$ cat config.mk
export PLATFORM = sky130hd
export DESIGN_NAME = bn_grad_reducer
export DESIGN_NICKNAME = d
export VERILOG_FILES = /design/src/rtl/bngr_pkg.sv /design/src/rtl/bngr_norm.sv /design/src/rtl/bngr_accum.sv /design/src/rtl/bn_grad_reducer.sv
export SDC_FILE = /design/constraint.sdc
export NUM_CORES = 2
export LEC_CHECK = 0
export CORE_UTILIZATION = 40
export DETAILED_ROUTE_END_ITERATION = 12
export GPL_ROUTABILITY_DRIVEN = 0
export PLACE_DENSITY = 0.64
export SLEW_MARGIN = 20
export SYNTH_ARGS = -nofsm -noshare
export SYNTH_HDL_FRONTEND = slang
export SYNTH_SLANG_ARGS = --single-unit
$ cat constraint.sdc
create_clock -name clk -period 41.3 [get_ports clk]
set_input_delay 12.39 -clock clk [delete_from_list [all_inputs] [get_ports clk]]
set_output_delay 12.39 -clock clk [all_outputs]
set_load 0.02 [all_outputs]
$ cat src/rtl/bngr_pkg.sv
package bngr_pkg;

    typedef enum logic [1:0] {
        ST_IDLE   = 2'd0,
        ST_ACCUM  = 2'd1,
        ST_REPORT = 2'd2
    } bngr_state_e;

    localparam int NUM_SUMS  = 3;
    localparam int SUM_SHIFT = 0;   // sum of gradient
    localparam int SUM_SCALE = 1;   // sum of gradient x normalized input
    localparam int SUM_NORM  = 2;   // sum of normalized input

endpackage

$ cat src/rtl/bngr_norm.sv
module bngr_norm #(
    parameter int DW   = 16,
    parameter int FRAC = 8,
    parameter int NW   = 2*DW + 1 - FRAC
) (
    input  logic signed [DW-1:0] fwd,
    input  logic signed [DW-1:0] mean,
    input  logic signed [DW-1:0] istd,
    output logic signed [NW-1:0] xn
);
    localparam int DFW = DW + 1;
    localparam int PW  = 2*DW + 1;

    logic signed [DFW-1:0] diff;
    logic signed [PW-1:0]  prod;

    always_comb begin
        diff = DFW'(fwd) - DFW'(mean);
        prod = PW'(diff) * PW'(istd);
        xn   = NW'(prod >>> FRAC);   // floor shift back to Q8.8
    end

endmodule

$ cat src/rtl/bngr_accum.sv
module bngr_accum
    import bngr_pkg::*;
#(
    parameter int DW   = 16,
    parameter int FRAC = 8,
    parameter int NW   = 2*DW + 1 - FRAC,
    parameter int AW   = 40
) (
    input  logic                             clk,
    input  logic                             rst_n,
    input  logic                             en,
    input  logic                             first,
    input  logic signed [DW-1:0]             grad,
    input  logic signed [NW-1:0]             xn,
    output logic [NUM_SUMS-1:0][AW-1:0]      acc
);
    localparam int MW = DW + NW;

    logic signed [MW-1:0]          gprod;
    logic [NUM_SUMS-1:0][AW-1:0]   term;
    logic [NUM_SUMS-1:0][AW-1:0]   acc_q;

    always_comb begin
        gprod            = MW'(grad) * MW'(xn);
        term[SUM_SHIFT]  = AW'(grad);
        term[SUM_SCALE]  = AW'(gprod >>> FRAC);
        term[SUM_NORM]   = AW'(xn);
    end

    for (genvar i = 0; i < NUM_SUMS; i++) begin : g_lane
        always_ff @(posedge clk or negedge rst_n) begin
            if (!rst_n) begin
                acc_q[i] <= '0;
            end else if (en) begin
                acc_q[i] <= (first ? '0 : acc_q[i]) + term[i];
            end
        end
    end

    assign acc = acc_q;

    AST_FIRST_FROM_ZERO: assert property (@(posedge clk) disable iff (!rst_n)
        (en && first) |=> ($signed(acc_q[SUM_SHIFT]) == AW'($past(grad))));

    AST_HOLD_WHEN_IDLE: assert property (@(posedge clk) disable iff (!rst_n)
        !en |=> $stable(acc_q));

endmodule

$ cat src/rtl/bn_grad_reducer.sv
module bn_grad_reducer
    import bngr_pkg::*;
#(
    parameter int DW   = 16,
    parameter int FRAC = 8,
    parameter int AW   = 40,
    parameter int OW   = 32
) (
    input  logic          clk,
    input  logic          rst_n,
    input  logic          load_stb,
    input  logic [DW-1:0] mean_in,
    input  logic [DW-1:0] istd_in,
    input  logic          s_valid,
    output logic          s_ready,
    input  logic [DW-1:0] s_fwd,
    input  logic [DW-1:0] s_grad,
    input  logic          s_fwd_last,
    input  logic          s_grad_last,
    output logic          res_done,
    output logic          res_err,
    output logic [OW-1:0] res_shift,
    output logic [OW-1:0] res_scale,
    output logic [OW-1:0] res_norm
);
    localparam int NW = 2*DW + 1 - FRAC;
    localparam logic signed [AW-1:0] SAT_HI = {{(AW-OW+1){1'b0}}, {(OW-1){1'b1}}};
    localparam logic signed [AW-1:0] SAT_LO = {{(AW-OW+1){1'b1}}, {(OW-1){1'b0}}};

    bngr_state_e state_q, state_d;

    logic signed [DW-1:0]           mean_q, istd_q;
    logic signed [NW-1:0]           xn;
    logic [NUM_SUMS-1:0][AW-1:0]    acc;
    logic [NUM_SUMS-1:0][OW-1:0]    sat_w;
    logic [NUM_SUMS-1:0][OW-1:0]    res_q;
    logic                           err_q;
    logic                           beat, any_last, mism, first;

    assign beat     = s_valid && s_ready;
    assign any_last = s_fwd_last || s_grad_last;
    assign mism     = s_fwd_last ^ s_grad_last;
    assign first    = (state_q == ST_IDLE);

    // state register
    always_ff @(posedge clk or negedge rst_n) begin
        if (!rst_n) state_q <= ST_IDLE;
        else        state_q <= state_d;
    end

    // next state
    always_comb begin
        state_d = state_q;
        unique case (state_q)
            ST_IDLE:   if (beat) state_d = any_last ? ST_REPORT : ST_ACCUM;
            ST_ACCUM:  if (beat && any_last) state_d = ST_REPORT;
            ST_REPORT: state_d = ST_IDLE;
            default:   state_d = ST_IDLE;
        endcase
    end

    // outputs decoded from state
    always_comb begin
        s_ready = (state_q != ST_REPORT);
    end

    // operand latch: only between reductions
    always_ff @(posedge clk or negedge rst_n) begin
        if (!rst_n) begin
            mean_q <= '0;
            istd_q <= '0;
        end else if (load_stb && state_q == ST_IDLE && !beat) begin
            mean_q <= $signed(mean_in);
            istd_q <= $signed(istd_in);
        end
    end

    // last-flag disagreement, restarted on the first beat
    always_ff @(posedge clk or negedge rst_n) begin
        if (!rst_n)    err_q <= 1'b0;
        else if (beat) err_q <= (first ? 1'b0 : err_q) | mism;
    end

    bngr_norm #(.DW(DW), .FRAC(FRAC), .NW(NW)) u_norm (
        .fwd  ($signed(s_fwd)),
        .mean (mean_q),
        .istd (istd_q),
        .xn   (xn)
    );

    bngr_accum #(.DW(DW), .FRAC(FRAC), .NW(NW), .AW(AW)) u_accum (
        .clk   (clk),
        .rst_n (rst_n),
        .en    (beat),
        .first (first),
        .grad  ($signed(s_grad)),
        .xn    (xn),
        .acc   (acc)
    );

    for (genvar i = 0; i < NUM_SUMS; i++) begin : g_sat
        always_comb begin
            if ($signed(acc[i]) > SAT_HI)      sat_w[i] = {1'b0, {(OW-1){1'b1}}};
            else if ($signed(acc[i]) < SAT_LO) sat_w[i] = {1'b1, {(OW-1){1'b0}}};
            else                               sat_w[i] = OW'(acc[i]);
        end
    end

    // result register, published in ST_REPORT
    always_ff @(posedge clk or negedge rst_n) begin
        if (!rst_n) begin
            res_done <= 1'b0;
            res_err  <= 1'b0;
            res_q    <= '0;
        end else if (state_q == ST_REPORT) begin
            res_done <= 1'b1;
            res_err  <= err_q;
            res_q    <= sat_w;
        end else begin
            res_done <= 1'b0;
        end
    end

    assign res_shift = res_q[SUM_SHIFT];
    assign res_scale = res_q[SUM_SCALE];
    assign res_norm  = res_q[SUM_NORM];

    AST_OPERANDS_HELD: assert property (@(posedge clk) disable iff (!rst_n)
        (state_q != ST_IDLE) |=> ($stable(mean_q) && $stable(istd_q)));

    AST_NO_READY_REPORT: assert property (@(posedge clk) disable iff (!rst_n)
        (state_q == ST_REPORT) |-> !s_ready);

    AST_DONE_PULSE: assert property (@(posedge clk) disable iff (!rst_n)
        res_done |=> !res_done);

    AST_LAST_TO_DONE: assert property (@(posedge clk) disable iff (!rst_n)
        (beat && any_last) |=> ##1 res_done);

    AST_SAT_HIGH: assert property (@(posedge clk) disable iff (!rst_n)
        (state_q == ST_REPORT && $signed(acc[SUM_SCALE]) > SAT_HI)
            |=> (res_scale == {1'b0, {(OW-1){1'b1}}}));

    AST_MISMATCH_FLAG: assert property (@(posedge clk) disable iff (!rst_n)
        (beat && mism) |=> ##1 (res_done && res_err));

endmodule

## Word-level counts from Yosys, hierarchy flattened

Cells that the tools add are included.
Widths: inputs -> output; s select.

| word-level totals | value |
|---|---|
| input port bits | 70 |
| flip-flop bits (word level) | 253 |
| output and inout port bits | 99 |
| logic and storage cells | 54 |

| cells by class | value |
|---|---|
| mux-type cells | 15 |
| bitwise logic cells | 2 |
| equal/unequal tests | 5 |
| $lt $le $gt $ge | 6 |
| reductions and logical operators | 8 |
| add/sub/neg operators | 4 |
| $mul | 2 |

Operator list:

| cell | count |
|---|---|
| $mux 32 | 6 |
| $add 40x40->40 | 3 |
| $gt 40x32->1 const B | 3 |
| $lt 40x32->1 const B | 3 |
| $mux 40 | 3 |
| $mul 16x25->41 | 1 |
| $mul 17x16->33 | 1 |
| $sub 16x16->17 | 1 |
| $mux 2 | 3 |
| $logic_and 1x1->1 | 4 |
| $ne 2x2->1 const B | 2 |
| $pmux 2 s2 | 1 |
| $eq 2x1->1 const B | 1 |
| $eq 2x2->1 const B | 1 |
| $logic_not 2->1 | 1 |
| $mux 1 | 2 |
| $ne 2x1->1 const B | 1 |
| $reduce_and 2->1 | 1 |
| $logic_not 1->1 | 1 |
| $logic_or 1x1->1 | 1 |
| $or 1x1->1 | 1 |
| $xor 1x1->1 | 1 |

## Depth between registers and ports, before layout

| depth | value |
|---|---|
| depth in word-level cells | 5 |
| mapped depth | 82 |
| mapped depth without buffers | 80 |

## Hierarchy

A second synthesis with hierarchy kept.

| unflattened totals | value |
|---|---|
| cell total of the unflattened synthesis | 4579 |
| area, all modules | 41628.7 um^2 |

Modules (own cells, without submodules):

| module | sequential area each (um^2) | area each (um^2) | cells an instance | instances |
|---|---|---|---|---|
| bngr_accum | 3002.9 | 24708.7 | 2745 | 1 |
| bngr_norm | 0.0 | 11284.6 | 1302 | 1 |
| bn_grad_reducer | 3328.2 | 5635.4 | 532 | 1 |

## Least setup slack after synthesis

Ideal clock, no wire load.

| timing | value |
|---|---|
| kind | input to register |
| start point | input s_fwd[0] |
| end point | register u_accum.acc_q (netlist bit u_accum.acc[79]) |
| setup slack | 11959 ps |
| path buffers | 2 |
| required time | 41180 ps |
| stages | 78 |
| library setup time | 120 ps |
| data arrival time | 29221 ps |
| path through | inv_1 -> ha_1 -> fa_1 -> nor2b_1 -> o21ai_0 -> a21boi_0 -> o21ai_0 -> a21boi_0 -> o21ai_0 -> a21boi_0 -> o21a_1 -> nor2_1 -> o21a_1 -> o21ai_0 -> a211oi_1 -> mux2_2 -> clkbuf_1 -> and2_1 -> (+42 left out) -> nand2_1 -> a31o_2 -> a31oi_2 -> inv_1 -> a21oi_1 -> xnor2_1 -> ha_1 -> nand3_1 -> nor2_1 -> a2111oi_0 -> o21ai_0 -> a211oi_1 -> a2111oi_0 -> o21ai_1 -> o21ai_1 -> nor3b_2 -> a21oi_1 -> o211a_1 |

| between the ends | value |
|---|---|
| longest elaborated chain between the ends | 4 |

Ends and longest elaborated chain:

| what | RTL line | text |
|---|---|---|
| from (decl) | bn_grad_reducer.sv:16 | `input logic [DW-1:0] s_fwd,` |
| $sub 16x16->17 | bngr_norm.sv:18 | `diff = DFW'(fwd) - DFW'(mean);` |
| $mul 17x16->33 | bngr_norm.sv:19 | `prod = PW'(diff) * PW'(istd);` |
| $mul 16x25->41 | bngr_accum.sv:24 | `gprod = MW'(grad) * MW'(xn);` |
| $add 40x40->40 | bngr_accum.sv:35 | `acc_q[i] <= (first ? '0 : acc_q[i]) + term[i];` |
| to (signal, indexed assignment) | bngr_accum.sv:35 |  |
| to (decl) | bngr_accum.sv:21 | `logic [NUM_SUMS-1:0][AW-1:0] acc_q;` |

Every way passes these cells.
A chain may end at the register's enable or synchronous reset.

## Worst setup path after layout

Same ends and word-level chain as after synthesis.

==> impl_metrics.csv <==
group,metric,value,unit
run_status,status,"finished, final reports clean",
die,num_rows,116,
timing,whs,486.8,ps
grt,grt_pass1_vias,33017,
timing,max_freq,31.70,MHz
synthesis,netlist.area_leader.share,32.40,%
clock_tree,ctsHoldBuffers,0,
critical_path,critPathCaptureType,"flop",
grt,grt.total_usage,21.92,%
synthesis,seq_area_frac_synth,15.55,%
finish,multi_input_area,0.03081,sq mm
clock_tree,cts_sinks,253,
clock_tree,clk-insertion-delay-late,600,ps
critical_path,cpPeakStageDelay,700,ps
synthesis,ys_warn_count,0,
route,drt_pass1_iterations,6,
die,dieArea,0.1031,sq mm
synthesis,synth-seq-cells,253,
grt,grt_first_pass_wirelength,179500,microns
synthesis,synth_edf_count,0,
critical_path,critPathKind,"primary input to flop",
clock_tree,post_cts_resize_count,0,
timing,hold_violations,0,
route,drc,0,
route,via_count,31479,
route,avgRoutedWirePerCell,17.51,microns
finish,final_util,44.97,%
synthesis,syn_nets,5732,
die,ioPinCount,169,
synthesis,yosysTopAreaCell,"fa_1",
critical_path,cp_max_fo,23,
route,drtIter0Drc,1855,
timing,fin_crit,31550,ps
job,maxCapViolCount,0,
synthesis,syn_area,0.04072,sq mm
worst_hold_path,hold_depth,2,
critical_path,rr_worst_depth,75,
critical_path,cpMostUsedCell,"fa_1",
die,core_area,0.1004,sq mm
timing,tightest_slew,1173,ps
route,ant_nets,0,
critical_path,crit_arrival,32040,ps
clock_tree,htreeDepth,2,
clock_tree,root_buffer,"clkbuf_16",
die,die_h,321.1,microns
synthesis,async_flop_share,100.0,%
critical_path,slowest_stage,"a2111oi_0",
die,dieWidth,321.1,microns
grt,grt_overflow_total,0,
timing,slew_violations,0,
die,start_util,40.54,%
placement,hpwl,80810,microns
finish,fillers,9855,
timing,fin_tns_setup,0,ps
clock_tree,cts_made_buffers,34,
timing,slew_headroom,21.41,%
timing,skew,30.93,ps
grt,antenna_found_initial,2,
finish,ff_latch_area,0.006331,sq mm
synthesis,avgSynthCellArea,8.681,sq um
synthesis,ys.flop_type,"dfrtp_1",
clock_tree,clkTransAtPathRegs,60,ps
synthesis,synth.distinct_cells,73,
timing,finalSetupViolCount,0,
clock_tree,cts_tree,"yes",
clock_tree,post-cts-setup-buffers,0,
route,viasPerCell,5.124,
grt,grt_max_degree,123,
placement,portBuffers,168,
finish,layout-drive-gt1-share,4.263,%
finish,layout.nets,5801,
timing,grt_setup_unrepaired,"no",
critical_path,required,41790,ps
timing,fin_crit_sh,76.39,%
clock_tree,clockBufferDepth,3,
synthesis,synthCells,4691,
finish,syn_to_final_growth,10.92,%
route,routed_wl,107500,microns
synthesis,ys_top_cells_by_area,"fa_1 (32%), dfrtp_1 (16%), ha_1 (9.6%), inv_1 (7.1%), nand2_1 (6.6%)",
worst_hold_path,hold_path_class,"flop to flop",
critical_path,startpoint_type,"primary input",
stage by stage:
step | cell area, sq um | setup slack [ps] | cells
finish | 45170 | 9751 | 6143
global route | 45160 | 8254 | 6142
CTS | 45140 | 9863 | 6142
detailed placement | 43920 | 9267 | 6081
global placement | 43920 | 9274 | 6081
floorplan | 40720 | 11960 | 4691
per-layer routing:
layer  wire length (microns)  track usage [%]  vias to the layer above
met5                      12                0                        -
met1                   47660            30.15                    15661
met2                   50780            36.26                      876
li1                        -                -                    14795
met4                    2652            5.704                        2
met3                    6438            2.985                      145
synth_stat cells, types with 10 or more instances:
cell type	count
o211ai_1	21
nor2b_1	66
o21ai_0	196
inv_1	773
a21boi_0	10
nand3_1	54
buf_1	11
nor2_1	239
or3_1	10
nand2b_1	32
and2_1	346
clkbuf_1	191
a211oi_1	10
xnor2_1	107
a31oi_1	14
o21bai_1	14
xor2_1	69
a21oi_1	240
or2_2	10
mux2_2	21
nor3_1	31
nand2_1	720
fa_1	659
nand4_1	20
nor4_1	15
dfrtp_1	253
o21a_1	35
ha_1	312
a21o_1	90
a311oi_1	10
area by class of cell:
type / count / area share, %
timing repair buffer: 238 / 4.870
sequential: 253 / 14.02
multi-input combinational: 3459 / 68.21
antenna: 1 / 0.005540
tap: 1357 / 3.759
clock buffer: 48 / 2.200
inverter: 774 / 6.435
clock inverter: 13 / 0.5014
state kept, by name (all words and copies together), names as in the netlist:
name         flops
err_q            1
istd_q          16
mean_q          16
res_done         1
res_err          1
res_norm        32
res_scale       32
res_shift       32
state_q          2
u_accum.acc    120
critical path, delay by kind of cell:
family / cells / cell delay [ps]
simple gates: 13 / 1800
buf+inv: 11 / 1190
compound gates: 34 / 8190
fa+ha+maj: 17 / 7640
mux: 1 / 490
xor+xnor: 2 / 290
cells in the final DEF (no fill, tap or decap), types with 7 or more instances in the layout:
cell type	n
nand2b_1	32
buf_4	68
fa_1	659
or2_2	9
clkdlybuf4s50_1	163
nor2_2	13
a21oi_1	240
nor2_1	226
xor2_1	69
or3_1	10
nor3_1	31
nor2b_1	66
inv_1	773
o211ai_1	21
a311oi_1	10
clkbuf_8	9
and4_1	8
o21ai_0	193
nand3_1	54
and2_1	346
nand4_1	20
dfrtp_1	253
a31oi_1	14
o21bai_1	14
nor4_1	15
and3_1	7
a21boi_0	10
o21ai_1	8
nand2_1	719
a21o_1	90
xnor2_1	104
o21a_1	35
a211oi_1	10
o31ai_1	8
mux2_2	21
ha_1	312
clkbuf_16	34
path summary, 6_finish.rpt:
| kind | startpoint | to | slack, ps |
|---|---|---|---|
| worst max register to register | mean_q[1]$_DFFE_PN0P_ | u_accum.acc[79]$_DFFE_PN0P_ | 21620 |
| worst min-delay path | res_shift[31]$_DFFE_PN0P_ | res_shift[31]$_DFFE_PN0P_ | 490 |
| max in group asynchronous | rst_n | res_scale[24]$_DFFE_PN0P_ | 26920 |
| min in group asynchronous | rst_n | mean_q[15]$_DFFE_PN0P_ | 11790 |
| worst max-delay path | s_fwd[0] | u_accum.acc[79]$_DFFE_PN0P_ | 9750 |
| worst min register to register | res_shift[31]$_DFFE_PN0P_ | res_shift[31]$_DFFE_PN0P_ | 490 |
kinds of logic (layout without fill, tap and decap cells):
logic type / Yosys count / in the layout / synth area share, %
xor+xnor: 179 / 179 / 3.933
mux: 23 / 23 / 0.6299
flops: 253 / 253 / 15.55
fa+ha+maj: 972 / 972 / 42.01
compound gates: 715 / 715 / 10.77
buf+inv: 979 / 1073 / 9.040
simple gates: 1570 / 1570 / 18.07
other cells: 0 / 1 / 0
Power is left out: the tool's default activity adds up to more than one toggle a clock period on the data nets, which glitch-free logic cannot reach.
